`config.mk`:
```
export PLATFORM = sky130hd
export DESIGN_NAME = refdiv_top
export DESIGN_NICKNAME = d
export VERILOG_FILES = /design/src/rtl/refdiv_pkg.sv /design/src/rtl/refdiv_decode.sv /design/src/rtl/refdiv_core.sv /design/src/rtl/refdiv_outsel.sv /design/src/rtl/refdiv_top.sv
export SDC_FILE = /design/constraint.sdc
export NUM_CORES = 1
export LEC_CHECK = 0
export ABC_CLOCK_PERIOD_IN_PS = 3200
export BUFFER_PORTS_ARGS = -buffer_cell sky130_fd_sc_hd__buf_4
export CAP_MARGIN = 40
export CORE_ASPECT_RATIO = 0.9
export CORE_MARGIN = 4
export CORE_UTILIZATION = 60
export DETAILED_ROUTE_END_ITERATION = 10
export PLACE_DENSITY = 0.83
export SETUP_SLACK_MARGIN = 0.3
export SYNTH_ARGS = -nofsm -noshare
export SYNTH_HDL_FRONTEND = slang
export SYNTH_SLANG_ARGS = --single-unit
```
`constraint.sdc`:
```
create_clock -name clk_i -period 3.2 [get_ports clk_i]
set_input_delay 0 -clock clk_i [delete_from_list [all_inputs] [get_ports clk_i]]
set_output_delay 0 -clock clk_i [all_outputs]
set_load 0.01 [all_outputs]
```
`src/rtl/refdiv_pkg.sv`:
```
package refdiv_pkg;

    localparam int GRP_W     = 2;
    localparam int EXP_W     = 3;
    localparam int CODE_W    = GRP_W + EXP_W;
    localparam int CNT_W     = 9;
    localparam int DEF_RATIO = 2;

    typedef enum logic [GRP_W-1:0] {
        GRP_BIN = 2'd0,
        GRP_X5  = 2'd1,
        GRP_X6  = 2'd2,
        GRP_X7  = 2'd3
    } grp_e;

    typedef struct packed {
        grp_e             grp;
        logic [EXP_W-1:0] scale;
    } code_t;

    typedef struct packed {
        logic             legal;
        logic [CNT_W-1:0] ratio;
    } ratio_t;

    typedef enum logic [1:0] {
        AUX_OFF = 2'd0,
        AUX_REF = 2'd1,
        AUX_CMP = 2'd2
    } aux_mode_e;

    function automatic logic [CNT_W-1:0] base_of(grp_e g);
        logic [CNT_W-1:0] b;
        case (g)
            GRP_BIN: b = CNT_W'(2);
            GRP_X5:  b = CNT_W'(5);
            GRP_X6:  b = CNT_W'(6);
            default: b = CNT_W'(7);
        endcase
        return b;
    endfunction

    function automatic ratio_t decode_code(code_t c);
        ratio_t r;
        if (c.grp == GRP_BIN) begin
            r.legal = 1'b1;
            r.ratio = base_of(c.grp) << c.scale;
        end else if (c.scale == '0) begin
            r.legal = 1'b0;
            r.ratio = '0;
        end else begin
            r.legal = 1'b1;
            r.ratio = base_of(c.grp) << (c.scale - EXP_W'(1));
        end
        return r;
    endfunction

endpackage

```
`src/rtl/refdiv_decode.sv`:
```
module refdiv_decode
    import refdiv_pkg::*;
(
    input  code_t  code_i,
    output ratio_t ratio_o
);

    always_comb begin
        ratio_o = decode_code(code_i);
    end


    always_comb begin
        if (ratio_o.legal) begin
            legal_range_chk: assert (ratio_o.ratio >= CNT_W'(2) && ratio_o.ratio <= CNT_W'(448))
                else $error("decoded ratio out of range");
        end
    end

endmodule

```
`src/rtl/refdiv_core.sv`:
```
module refdiv_core
    import refdiv_pkg::*;
(
    input  logic   clk_i,
    input  logic   rst_i,
    input  ratio_t next_i,
    output logic   strobe_o,
    output logic   square_o
);

    logic [CNT_W-1:0] cnt_q;
    logic [CNT_W-1:0] ratio_q;
    logic [CNT_W-1:0] half_m1;
    logic             term;

    assign term    = (cnt_q == ratio_q - CNT_W'(1));
    assign half_m1 = (ratio_q >> 1) - CNT_W'(1);

    always_ff @(posedge clk_i) begin
        if (rst_i) begin
            cnt_q    <= '0;
            ratio_q  <= next_i.legal ? next_i.ratio : CNT_W'(DEF_RATIO);
            strobe_o <= 1'b0;
            square_o <= 1'b0;
        end else if (term) begin
            cnt_q    <= '0;
            strobe_o <= 1'b1;
            square_o <= 1'b1;
            if (next_i.legal) begin
                ratio_q <= next_i.ratio;
            end
        end else begin
            cnt_q    <= cnt_q + CNT_W'(1);
            strobe_o <= 1'b0;
            if (cnt_q == half_m1) begin
                square_o <= 1'b0;
            end
        end
    end


    strobe_gap_chk: assert property (@(posedge clk_i) disable iff (rst_i)
        strobe_o |=> !strobe_o);


    cnt_range_chk: assert property (@(posedge clk_i) disable iff (rst_i)
        cnt_q < ratio_q);


    ratio_hold_chk: assert property (@(posedge clk_i) disable iff (rst_i)
        !term |=> $stable(ratio_q));


    illegal_hold_chk: assert property (@(posedge clk_i) disable iff (rst_i)
        (term && !next_i.legal) |=> $stable(ratio_q));


    square_rise_chk: assert property (@(posedge clk_i) disable iff (rst_i)
        $rose(square_o) |-> strobe_o);

endmodule

```
`src/rtl/refdiv_outsel.sv`:
```
module refdiv_outsel
    import refdiv_pkg::*;
(
    input  logic clk_i,
    input  logic rst_i,
    input  logic en_i,
    input  logic sel_i,
    input  logic ref_i,
    input  logic div_i,
    output logic data_o,
    output logic oe_o
);

    aux_mode_e mode_q;

    always_ff @(posedge clk_i) begin
        if (rst_i) begin
            mode_q <= AUX_CMP;
        end else if (!en_i) begin
            mode_q <= AUX_OFF;
        end else if (sel_i) begin
            mode_q <= AUX_CMP;
        end else begin
            mode_q <= AUX_REF;
        end
    end

    always_comb begin
        case (mode_q)
            AUX_REF: begin
                oe_o   = 1'b1;
                data_o = ref_i;
            end
            AUX_CMP: begin
                oe_o   = 1'b1;
                data_o = div_i;
            end
            default: begin
                oe_o   = 1'b0;
                data_o = 1'b0;
            end
        endcase
    end


    oe_follow_chk: assert property (@(posedge clk_i) disable iff (rst_i)
        !$past(rst_i) |-> (oe_o == $past(en_i)));


    off_quiet_chk: assert property (@(posedge clk_i) disable iff (rst_i)
        !oe_o |-> !data_o);


    div_route_chk: assert property (@(posedge clk_i) disable iff (rst_i)
        (!$past(rst_i) && $past(en_i) && $past(sel_i)) |-> (data_o == div_i));

endmodule

```
`src/rtl/refdiv_top.sv`:
```
module refdiv_top
    import refdiv_pkg::*;
(
    input  logic                  clk_i,
    input  logic                  rst_i,
    input  logic [CODE_W-1:0]     ratio_code_i,
    input  logic                  out_en_i,
    input  logic                  out_sel_i,
    output logic                  fcomp_o,
    output logic                  aux_data_o,
    output logic                  aux_oe_o,
    output logic                  code_illegal_o
);

    code_t  code_w;
    ratio_t dec_w;
    logic   square_w;

    assign code_w         = code_t'(ratio_code_i);
    assign code_illegal_o = !dec_w.legal;

    refdiv_decode u_decode (
        .code_i  (code_w),
        .ratio_o (dec_w)
    );

    refdiv_core u_core (
        .clk_i    (clk_i),
        .rst_i    (rst_i),
        .next_i   (dec_w),
        .strobe_o (fcomp_o),
        .square_o (square_w)
    );

    refdiv_outsel u_outsel (
        .clk_i  (clk_i),
        .rst_i  (rst_i),
        .en_i   (out_en_i),
        .sel_i  (out_sel_i),
        .ref_i  (clk_i),
        .div_i  (square_w),
        .data_o (aux_data_o),
        .oe_o   (aux_oe_o)
    );


    illegal_flag_chk: assert property (@(posedge clk_i) disable iff (rst_i)
        (ratio_code_i[2:0] == 3'b000 && ratio_code_i[4:3] != 2'b00) |-> code_illegal_o);


    reset_quiet_chk: assert property (@(posedge clk_i)
        $past(rst_i) |-> (!fcomp_o && aux_oe_o));

endmodule

```
==> impl_metrics.toml <==
[place]
placed_cell_area_um2 = 1830
dpl.hpwl_mm = 2.75
gp_congestion = 0.900
io_buffers = 12

[detailed_routing]
dr.pass1.iters = 4
avgRoutedWirePerCell_um = 14.4
drc = 0
routed_wl_mm = 3.62
drt_iter0_markers = 121
ant_nets = 0
viasPerCell = 5.92
vias = 1486

[grt]
gr-total-overflow = 0
grt_pass1_vias = 1433
grt_pass1_wl_mm = 6.06
antenna_found_initial = 0
grtUsageTotal = 0.202
grt_max_degree = 16

[timing]
layout_min_cycle_time_ns = 2.55
relSlewSlack = 0.671
min_period_over_period = 0.797
rsz0062_at_grt = "false"
fin_tns_setup_ns = 0
report.final.hold_viol_count = 0
fmax_ghz = 0.392
finClkSkew_ns = 0.0146
tightest_slew_ns = 0.488
finalSetupViolCount = 0
holdWs_ns = 0.0142
slew_viol_final = 0

[finish]
drive_above_1_share = 0.152
nets = 231
multiInputGateArea_um2 = 1110
final_common_cell = "nor2_1"
diodes = 0
regArea_um2 = 531
fill_cells = 200
finalInstanceArea_um2 = 1950
final_cell_mix = "nor2_1, nand2_1, xor2_1, buf_4, dfxtp_1"
area_growth_pct = 11.3

[critical_path]
rr_worst_depth = 8
criticalPathCategory = "flip-flop to flip-flop"
worst-path-max-fanout = 9
crit_required_ns = 3.34
worstSetupEndpointType = "flip-flop"
worstSetupStartpointType = "flip-flop"
cp.arrival_ns = 2.69

[clock_network]
clkTransAtPathRegs_ns = 0.12
cts_tree = "yes"
clk_latency_ns = 0.43

[power_and_ir_drop]
powerDensity_nw_per_um2 = 384
cellLeakagePower_nw = 0.793
ir_drop_mv = 0.312
p_total_uw = 751

[synth]
syn_inst = 200
netlist.area_leader.share = 0.154
synth_seq_cells = 22
ys_seq_area_frac = 0.302
yosysUniqueCellTypes = 50
synthesis.nets = 219
synth_area_leader_cell = "edfxtp_1"
syn_avg_cell_area_um2 = 8.78
synthArstFlopShare = 0
synthesis.area_um2 = 1760
ys.flop_type = "dfxtp_1"
synth-edff-count = 9
synthTopCellsByArea = "edfxtp_1, dfxtp_1, ha_1, xor2_1, xnor2_1"
synth_warnings = 0

[floorplan]
design.core.area_um2 = 2770
die_width_um = 65.0
start_util = 0.634
die_area_um2 = 3860
ios = 13
rows = 18
fp.dieH_um = 59.3

[worst_hold_path]
hold_depth = 3
hold_path_class = "primary input to flip-flop"

[run]
maxCapViolCount = 0

[status]
status = "complete, no violations"
state kept, by name, indices dropped and copies added, names as in the netlist:
register / cells
u_core.square_o: 1
u_core.ratio_q: 9
u_core.strobe_o: 1
u_outsel.mode_q: 2
u_core.cnt_q: 9
critical path: stages, from the launching register on:
cell       delay [ns]
edfxtp_1         0.46
inv_1            0.11
ha_1             0.25
nor2b_2          0.37
a31oi_1          0.18
nor4b_2          0.27
o2111ai_2        0.25
o21ai_0          0.20
buf_4            0.19
layout make-up:
cell class                 instances  area share
sequential                        22       0.271
inverter                          12      0.0230
tap                               40      0.0256
multi-input combinational        152       0.569
timing repair buffer              17      0.0717
clock buffer                       8      0.0397
final timing paths:
kind                          start                 to  slack (ns)
setup / recovery  u_core.ratio_q[1]  u_core.ratio_q[3]        0.65
hold / removal      ratio_code_i[3]  u_core.ratio_q[0]        0.01
setup reg to reg  u_core.ratio_q[1]  u_core.ratio_q[3]        0.65
hold reg to reg     u_core.square_o    u_core.square_o        0.51
Yosys cell counts (5+ instances only):
cell type	instances
inv_1	12
a21oi_1	7
nand3_1	8
nor3_1	5
edfxtp_1	9
clkbuf_1	9
nand2_1	15
ha_1	10
o21ai_0	9
dfxtp_1	13
xor2_1	13
xnor2_1	12
nor2_1	16
kinds of logic after synthesis:
| family | after synthesis | share of synthesized area |
|---|---|---|
| AOI/OAI and AO/OA | 41 | 0.165 |
| and+or+nand+nor | 70 | 0.222 |
| DFF | 22 | 0.302 |
| muxes | 4 | 0.0228 |
| adders and majority gates | 10 | 0.0713 |
| buffers and inverters | 26 | 0.0663 |
| xor gates and xnor gates | 27 | 0.150 |
report_power, final:
part / switching [mW] / total [mW] / internal, mW / leakage (nW)
registers: 0.0283 / 0.337 / 0.309 / 0.198
clock network: 0.100 / 0.238 / 0.138 / 0.0485
logic: 0.0902 / 0.175 / 0.0852 / 0.547
per-stage QoR:
stage / util / cells / worst slack [ns]
6_report: 0.706 / 251 / 0.650
2_1_floorplan: - / 200 / 0.531
3_5_place_dp: 0.661 / 239 / 0.510
4_1_cts: 0.705 / 251 / 0.495
5_1_grt: 0.706 / 251 / 0.418
3_3_place_gp: 0.661 / 239 / 0.674
metal layers:
metal	GRT usage	part of all wire
met5	0	0
met2	0.345	0.48
met1	0.237	0.44
met3	0.0323	0.051
met4	0.127	0.030
what timing repair did:
item,4_1_cts,5_1_grt
setup buffers,0,0
hold buffers,5,0
endpoints found under the setup margin,0,9
gates resized for setup,0,1
endpoints found under the hold margin,15,0
No activity file was read; power rests on OpenSTA's default activity.
